## src/rtl/enf_pkg.sv

```systemverilog
package enf_pkg;

    typedef enum logic [1:0] {
        S_SEEK  = 2'd0,
        S_EARLY = 2'd1,
        S_INWIN = 2'd2
    } trk_state_t;

    localparam logic [1:0] RATE_2K   = 2'd0;
    localparam logic [1:0] RATE_4K   = 2'd1;
    localparam logic [1:0] RATE_8K   = 2'd2;

    // about one fortieth of the period, shift-and-add only
    function automatic int unsigned frac40(input int unsigned p);
        return (p >> 6) + (p >> 7) + (p >> 10) + (p >> 11);
    endfunction

endpackage

```

## src/rtl/enf_edge_det.sv

```systemverilog
module enf_edge_det #(
    parameter int SYNC = 2
) (
    input  logic clk,
    input  logic rst_n,
    input  logic din,
    output logic rise
);
    logic [SYNC-1:0] sy;
    logic            prev;

    generate
        if (SYNC == 1) begin : g_one
            always_ff @(posedge clk or negedge rst_n) begin
                if (!rst_n) sy <= '0;
                else        sy <= din;
            end
        end else begin : g_chain
            always_ff @(posedge clk or negedge rst_n) begin
                if (!rst_n) sy <= '0;
                else        sy <= {sy[SYNC-2:0], din};
            end
        end
    endgenerate

    always_ff @(posedge clk or negedge rst_n) begin
        if (!rst_n) prev <= 1'b0;
        else        prev <= sy[SYNC-1];
    end

    assign rise = sy[SYNC-1] & ~prev;
endmodule

```

## src/rtl/enf_window.sv

```systemverilog
module enf_window #(
    parameter int PW = 17,
    localparam int CW = PW + 1
) (
    input  logic [PW-1:0] period,
    output logic [PW-1:0] tol,
    output logic [CW-1:0] lo,
    output logic [CW-1:0] hi
);
    always_comb begin
        tol = PW'(enf_pkg::frac40(32'(period)));
        lo  = CW'(period) - CW'(tol);
        hi  = CW'(period) + CW'(tol);
    end
endmodule

```

## src/rtl/enf_mode_gate.sv

```systemverilog
module enf_mode_gate (
    input  logic       win_en,
    input  logic       locked,
    input  logic [1:0] rate_sel,
    output logic       filt_on
);
    logic rate_ok;

    always_comb begin
        unique case (rate_sel)
            enf_pkg::RATE_2K,
            enf_pkg::RATE_4K,
            enf_pkg::RATE_8K: rate_ok = 1'b1;
            default:          rate_ok = 1'b0;
        endcase
        filt_on = win_en & locked & rate_ok;
    end
endmodule

```

## src/rtl/enf_noise_window.sv

```systemverilog
module enf_noise_window #(
    parameter int PW   = 17,
    parameter int SYNC = 2
) (
    input  logic          clk,
    input  logic          rst_n,
    input  logic          ref_in,
    input  logic [PW-1:0] nom_period,
    input  logic          win_en,
    input  logic          locked,
    input  logic [1:0]    rate_sel,
    output logic          edge_ok
);
    import enf_pkg::*;

    localparam int CW = PW + 1;

    logic          rise;
    logic          filt_on;
    logic [PW-1:0] tol;
    logic [CW-1:0] win_lo;
    logic [CW-1:0] win_hi;

    trk_state_t    state, nxt;
    logic [CW-1:0] cnt, cnt_nxt, cnt_inc;
    logic          acc;

    enf_edge_det #(.SYNC(SYNC)) u_edge (
        .clk  (clk),
        .rst_n(rst_n),
        .din  (ref_in),
        .rise (rise)
    );

    enf_window #(.PW(PW)) u_win (
        .period(nom_period),
        .tol   (tol),
        .lo    (win_lo),
        .hi    (win_hi)
    );

    enf_mode_gate u_gate (
        .win_en  (win_en),
        .locked  (locked),
        .rate_sel(rate_sel),
        .filt_on (filt_on)
    );

    assign cnt_inc = cnt + CW'(1);

    // next state, counter and accept decision
    always_comb begin
        nxt     = state;
        cnt_nxt = cnt;
        acc     = 1'b0;
        unique case (state)
            S_SEEK: begin
                if (rise) begin                 // lock-on
                    acc     = 1'b1;
                    cnt_nxt = CW'(1);
                    nxt     = S_EARLY;
                end
            end
            S_EARLY: begin
                if (rise && !filt_on) begin     // restart
                    acc     = 1'b1;
                    cnt_nxt = CW'(1);
                    nxt     = S_EARLY;
                end else begin
                    cnt_nxt = cnt_inc;
                    if (cnt_inc >= win_lo)      // open
                        nxt = S_INWIN;
                end
            end
            S_INWIN: begin
                if (rise) begin                 // accept
                    acc     = 1'b1;
                    cnt_nxt = CW'(1);
                    nxt     = S_EARLY;
                end else if (cnt >= win_hi) begin  // slip by one period
                    cnt_nxt = CW'(tol) + CW'(1);
                    nxt     = S_EARLY;
                end else begin
                    cnt_nxt = cnt_inc;
                end
            end
            default: begin
                nxt     = S_SEEK;
                cnt_nxt = '0;
            end
        endcase
    end

    // state register
    always_ff @(posedge clk or negedge rst_n) begin
        if (!rst_n) begin
            state <= S_SEEK;
            cnt   <= '0;
        end else begin
            state <= nxt;
            cnt   <= cnt_nxt;
        end
    end

    // output register
    always_ff @(posedge clk or negedge rst_n) begin
        if (!rst_n) edge_ok <= 1'b0;
        else        edge_ok <= acc;
    end
endmodule

```

## config.mk

```make
export PLATFORM = sky130hd
export DESIGN_NAME = enf_noise_window
export DESIGN_NICKNAME = d
export VERILOG_FILES = /design/src/rtl/enf_pkg.sv /design/src/rtl/enf_edge_det.sv /design/src/rtl/enf_window.sv /design/src/rtl/enf_mode_gate.sv /design/src/rtl/enf_noise_window.sv
export SDC_FILE = /design/constraint.sdc
export NUM_CORES = 1
export LEC_CHECK = 0
export BUFFER_PORTS_ARGS = -buffer_cell sky130_fd_sc_hd__buf_2
export CAP_MARGIN = 20
export CORE_UTILIZATION = 45
export DETAILED_ROUTE_END_ITERATION = 10
export GPL_TIMING_DRIVEN = 0
export PLACE_DENSITY = 0.71
export SLEW_MARGIN = 0
export SYNTH_ARGS = -nofsm -noshare
export SYNTH_HDL_FRONTEND = slang
export SYNTH_HIERARCHICAL = 1
export SYNTH_SLANG_ARGS = --single-unit
```

## constraint.sdc

```tcl
create_clock -name clk -period 6.8 [get_ports clk]
set_clock_uncertainty 0.1 [all_clocks]
set_input_delay 0.68 -clock clk [delete_from_list [all_inputs] [get_ports clk]]
set_output_delay 0.68 -clock clk [all_outputs]
set_load 0.005 [all_outputs]
```

# Word level (Yosys, flattened, before mapping)
# Cells that the tools add are included.
[totals]
inputBits = 24
mem_count = 0
elab_cells = 47
output_inout_bits = 1
romBits = 0
latchBits = 0
ff_bits = 24
ram_bits = 0
[op_classes]
multipliers = 0
n_reduce_logical = 7
addsub = 7
n_shift = 0
magnitude_cmp = 2
n_div = 0
n_eq_ne = 7
n_mux = 15
n_bitwise = 4
[op_table]
columns = ["cell", "count"]
rows = [
  ["2-to-1 mux 18 bit", 4],
  ["case mux 18 bit (3 select lines)", 1],
  [">= comparator 18 bit", 2],
  ["adder 17 x 1 -> 18 bit, second input constant", 1],
  ["adder 17 x 17 -> 18 bit", 1],
  ["adder 18 x 1 -> 18 bit, second input constant", 1],
  ["subtractor 17 x 17 -> 18 bit", 1],
  ["adder 17 x 6 -> 17 bit", 1],
  ["adder 12 x 7 -> 13 bit", 1],
  ["adder 11 x 10 -> 12 bit", 1],
  ["2-to-1 mux 2 bit", 5],
  ["!= test 3 bit, second input constant", 2],
  ["case mux 2 bit (3 select lines)", 1],
  ["== test 2 x 1 -> 1 bit, second input constant", 2],
  ["== test 2 bit, second input constant", 2],
  ["logical NOT 2 bit", 2],
  ["AND 1 bit", 3],
  ["2-to-1 mux 1 bit", 3],
  ["AND reduction 3 bit", 1],
  ["OR reduction 3 bit", 1],
  ["!= test 2 bit, second input constant", 1],
  ["case mux 1 bit (2 select lines)", 1],
  ["OR reduction 2 bit", 1],
  ["logical AND 1 bit", 1],
  ["other kinds (2)", 2],
]

# Logic depth before layout (Yosys ltp)
[depth]
ltp_word = 8
depth_mapped = 31

# Modules after synthesis
# The synthesis kept the hierarchy.
[modules_own_cells]
columns = ["module", "cells_each", "seq_area_each_um2", "area_each_um2", "n_inst"]
rows = [
  ["enf_noise_window", 339, 525.5, 2676.3, 1],
  ["enf_window", 323, 0.0, 2507.4, 1],
  ["enf_edge_det", 4, 75.1, 88.8, 1],
  ["enf_mode_gate", 2, 0.0, 12.5, 1],
]

# Least setup slack after synthesis
# Ideal clock, no wire load.
[synth_path]
path_kind = "input port to flip-flop"
startpoint = "input nom_period[7]"
endpoint = "register cnt[0]"
setup_slack_ns = -0.040
arrival_ns = 6.650
path_stages = 28
path_buffers = 1
path_cell_list = "inv_1 > fa_1 > inv_1 > ha_1 > fa_1 > xor2_1 > ha_1 > inv_1 > o21bai_1 > a21o_1 > a21o_1 > and3_1 > xor2_1 > ha_1 > clkbuf_1 > and3_1 > a221o_1 > a41o_1 > nand2_1 > xnor2_1 > inv_1 > ha_1 > a21o_1 > a21o_1 > a221o_1 > nor3_4 > mux2_2 > o221ai_1"
[synth_via]
elab_chain_cells = 8
word_cells_on_any_way = 9
classes_between = "5 x add/sub; 1 x order compare; 3 x mux"
[synth_rtl]
columns = ["item", "line", "rtl"]
rows = [
  ["start: declaration", "enf_noise_window.sv:8", "input logic [PW-1:0] nom_period,"],
  ["adder 11 x 10 -> 12 bit", "enf_pkg.sv:15", "return (p >> 6) + (p >> 7) + (p >> 10) + (p >> 11);"],
  ["adder 12 x 7 -> 13 bit", "enf_pkg.sv:15", ""],
  ["adder 17 x 6 -> 17 bit", "enf_pkg.sv:15", ""],
  ["net tol[8]", "enf_noise_window.sv:20", "logic [PW-1:0] tol;"],
  ["adder 17 x 17 -> 18 bit", "enf_window.sv:13", "hi = CW'(period) + CW'(tol);"],
  ["net win_hi[15]", "enf_noise_window.sv:22", "logic [CW-1:0] win_hi;"],
  [">= comparator 18 bit", "enf_noise_window.sv:80", "end else if (cnt >= win_hi) begin"],
  ["2-to-1 mux 18 bit", "enf_noise_window.sv:80", ""],
  ["2-to-1 mux 18 bit", "enf_noise_window.sv:76", "if (rise) begin"],
  ["case mux 18 bit (3 select lines)", "enf_noise_window.sv:56", "unique case (state)"],
  ["end signal: assignment", "enf_noise_window.sv:101", "cnt <= cnt_nxt;"],
  ["end: declaration", "enf_noise_window.sv:25", "logic [CW-1:0] cnt, cnt_nxt, cnt_inc;"],
]
# The timed path passes the listed nets, and every way through them passes these cells.
# A chain may end at the register's enable or synchronous reset.

# Final worst setup path
[layout_path]
startpoint = "input nom_period[8]"
endpoint = "register cnt[4]"
# The elaborated chain is that of the path after synthesis.

==> summary.md <==
| Metric | Value |
|---|---|
| Outcome | completed |
| First-pass GRT wire length | 22500 µm |
| Data arrival time at the worst-slack endpoint | 6.74 ns |
| Crit path launch type | input port |
| Multi-input logic area | 4660 µm² |
| CTS tree | done |
| Period utilisation layout | 98.1% |
| Reg clk slew, reported paths | 0.06 ns |
| Die ar. | 12200 µm² |
| Post-DP HPWL | 11300 µm |
| Sum of buffers and inverters on the critical path | 7 |
| Starting Density | 46.3% |
| Drt initial violations | 339 |
| Cell mode on critical path | a21oi_2 |
| Maximum clock path buffer count | 2 |
| H-tree depth | 1 |
| Internal | 1.09 mW |
| Gate power share | 86.4% |
| Die Y | 110 µm |
| Slew Limit Fails | 0 |
| Crit path max fanout | 6 |
| Seq cells post-synth | 24 |
| Final Util | 55.2% |
| Flop pwr share | 8.2% |
| Clock network fraction of design power | 5.5% |
| Slew @ Worst Pin | 0.712 ns |
| Core ar. | 11400 µm² |
| Max-cap violation count | 0 |
| Hold Violations, Final | 0 |
| Async SR Flop Fraction | 100% |
| Post-Syn Instances | 668 |
| Vias per Instance | 5.87 |
| Slowest stage cell, crit path | fa_1 |
| Average cell area after synthesis | 7.91 µm² |
| Hold path startpoint | u_edge/sy[0]$_DFF_PN0_ |
| Post-place setup slack | -0.977 ns |
| CP required | 6.87 ns |
| Register area | 601 µm² |
| Initial antenna violation count | 0 |
| VDD IR max | 0.000210 V |
| Reg2reg path depth | 12 |
| Predominant post-synthesis flop cell | dfrtp_1 |
| Reg2reg setup slack | 3.62 ns |
| Clock Sinks | 24 |
| Number of I/O pins | 25 |
| Antenna Violating Nets Remaining | 0 |
| WL/cell | 16.7 µm |
| LEAKAGE | 3.05 nW |
| Worst Hold Path EP | u_edge/sy[1]$_DFF_PN0_ |
| Cts hold-fix bufs | 0 |
| Fill count | 1057 |
| Hold Path Depth | 0 |
| TritonCTS Buffers | 3 |
| Final setup vio count | 0 |
| Placed Area | 5610 µm² |
| Gr ovfl total | 0 |
| Highest metal used | met4 |
| Worst Slack Setup Final | 0.130 ns |
| Drt pass-1 iters | 5 |
| Max incr delay on CP | 0.52 ns |
| Crit Path Class | input port to register |
| DR WL met3 | 718 µm |
| Reg2reg start | cnt[0]$_DFFE_PN0P_ |
| Cell area after layout | 6300 µm² |
| Min Clock Period, post-route | 6.67 ns |
| I/O Buffers | 24 |
| Vias | 5086 |
| # DRC | 0 |
| Worst min path class | register to register |
| Post-Synthesis Cell Area | 5290 µm² |
| Layout cells sized above 1 | 19.8% |
| Seq/Total Area, Yosys | 11.4% |
| Synth-to-Final Area Change | 19.3% |
| Antenna Cells | 0 |
| Placement Rows | 39 |
| F_max | 150 MHz |
| Synth warnings | 6 |
| Fin nets | 849 |
| Slew HR | 52.2% |
| GRT Overall Usage | 23.6% |
| Kind of end point of the critical path | register |
| Placer Congestion | 0.905 |
| Yosys cell types | 74 |
| Number of global-route vias before repair | 4875 |
| Sw Pwr | 1.17 mW |
| Clk_lat worst skew | 0.26 ns |
| Final wirelength | 14500 µm |
| RSZ-0062 raised after global routing | true |
| Die X | 110 µm |
| Pwr dens | 359 nW/µm² |
| Routed length on met1 | 6190 µm |
| Reg2Reg Capture Point | state[1]$_DFFE_PN0P_ |
| Largest net degree at the start of global routing | 25 |
| Clk root buf | clkbuf_16 |
| DR WL met2 | 7320 µm |
| Crit-path leading delay family | compound AO/OA/AOI/OAI gates |
| Sw Share | 51.6% |
| EDFF count, synth | 0 |
[kinds of logic (layout without fill, tap and decap cells)]
family / Yosys count / in the layout / share of synthesized area [%]
AOI/OAI and AO/OA: 174 / 174 / 22.4
adders and majority gates: 99 / 99 / 25.0
muxes: 2 / 2 / 0.402
xor gates and xnor gates: 77 / 77 / 12.8
and+or+nand+nor: 192 / 192 / 20.3
DFF: 24 / 24 / 11.4
buffers and inverters: 99 / 152 / 7.69
other: 1 / 4 / 0.0710
[layer usage]
layer	track usage (%)	vias up
met5	0	-
met4	5.64	0
met3	0.764	23
met2	44.1	169
met1	29.7	2416
li1	-	2478
[cell usage after synthesis, types with 3 or more instances]
master,n,share of area (%)
a211oi_1,3,0.43
a21o_1,22,3.1
a21oi_1,51,4.8
a21oi_2,3,0.50
a221o_1,5,0.95
a22o_1,7,1.2
a22oi_1,3,0.43
a31oi_1,6,0.71
and2_1,3,0.36
and3_1,12,1.4
and4_1,4,0.66
buf_2,7,0.66
buf_4,5,0.71
clkbuf_1,10,0.71
dfrtp_1,24,11
fa_1,11,4.2
ha_1,88,21
inv_1,76,5.4
nand2_1,34,2.4
nand2b_1,8,0.95
nand3_1,30,2.8
nand4_1,12,1.4
nor2_1,34,2.4
nor2b_1,7,0.83
nor3_1,17,1.6
nor3b_1,3,0.43
nor4_1,4,0.47
o211ai_1,10,1.4
o21a_1,7,0.99
o21ai_0,22,2.1
o21ai_1,3,0.28
o21bai_1,10,1.4
or2_2,3,0.36
or3_1,4,0.47
xnor2_1,52,8.6
xor2_1,25,4.1
[cell type report]
| type | count | area share (%) |
|---|---|---|
| plain buffers | 22 | 2.08 |
| clock buffers | 3 | 1.19 |
| flip-flops and latches | 24 | 9.53 |
| well taps | 143 | 2.84 |
| repair buffers | 51 | 5.84 |
| inverters | 76 | 4.57 |
| multi-input cells | 548 | 74.0 |
[state kept, by name, indices dropped and copies added (netlist names)]
name and flops:
cnt 18, u_edge/sy 2, edge_ok 1, state 2, u_edge/prev 1
[power groups by stage]
stage / sequential [mW] / combinational (mW) / clock [mW]
3_5_place_dp: 0.186 / 1.64 / 0
3_3_place_gp: 0.186 / 1.58 / 0
5_1_grt: 0.186 / 2.15 / 0.132
2_1_floorplan: 0.178 / 1.28 / 0
4_1_cts: 0.184 / 1.78 / 0.126
6_report: 0.185 / 1.95 / 0.124
[worst max-delay path by stage]
stage | from | endpoint | cells past startpoint
final | nom_period[8] | cnt[4]$_DFFE_PN0P_ | 33
after global routing | nom_period[8] | cnt[4]$_DFFE_PN0P_ | 33
after CTS | nom_period[7] | cnt[4]$_DFFE_PN0P_ | 29
after detailed placement | nom_period[11] | cnt[14]$_DFFE_PN0P_ | 29
after global placement | nom_period[11] | cnt[14]$_DFFE_PN0P_ | 29
after floorplan | nom_period[7] | cnt[0]$_DFFE_PN0P_ | 28
[placed cells by master, fill, tap and decap left out, types with 4 or more instances in the layout]
cell / instances
a21o_1: 21
a21oi_1: 45
a21oi_2: 9
a221o_1: 5
a22o_1: 7
a31oi_1: 5
and3_1: 11
and4_1: 4
buf_2: 27
buf_4: 32
clkbuf_1: 7
conb_1: 4
dfrtp_1: 24
fa_1: 10
ha_1: 77
ha_4: 8
inv_1: 74
nand2_1: 34
nand2b_1: 8
nand3_1: 29
nand4_1: 12
nor2_1: 32
nor2b_1: 7
nor3_1: 15
o211ai_1: 10
o21a_1: 7
o21ai_0: 21
o21ai_1: 4
o21bai_1: 9
xnor2_1: 49
xor2_1: 18
xor2_2: 4
[metrics by stage]
stage	power (mW)	hold slack [ns]	TNS, ns	instances
after floorplan	1.46	0.231	0	671
after global placement	1.77	0.244	-14.67	838
after detailed placement	1.83	0.241	-16.70	838
after CTS	2.09	0.263	0	853
after global routing	2.47	0.269	-0.572	867
final	2.26	0.261	0	867
[repair_timing]
item,in CTS,in global routing
gates cloned,0,1
pin swaps,25,44
resized for setup,39,37
setup buffers,13,14
endpoints found under the hold margin,0,0
endpoints found under the setup margin,20,20
Power figures use the tool's default switching activity.
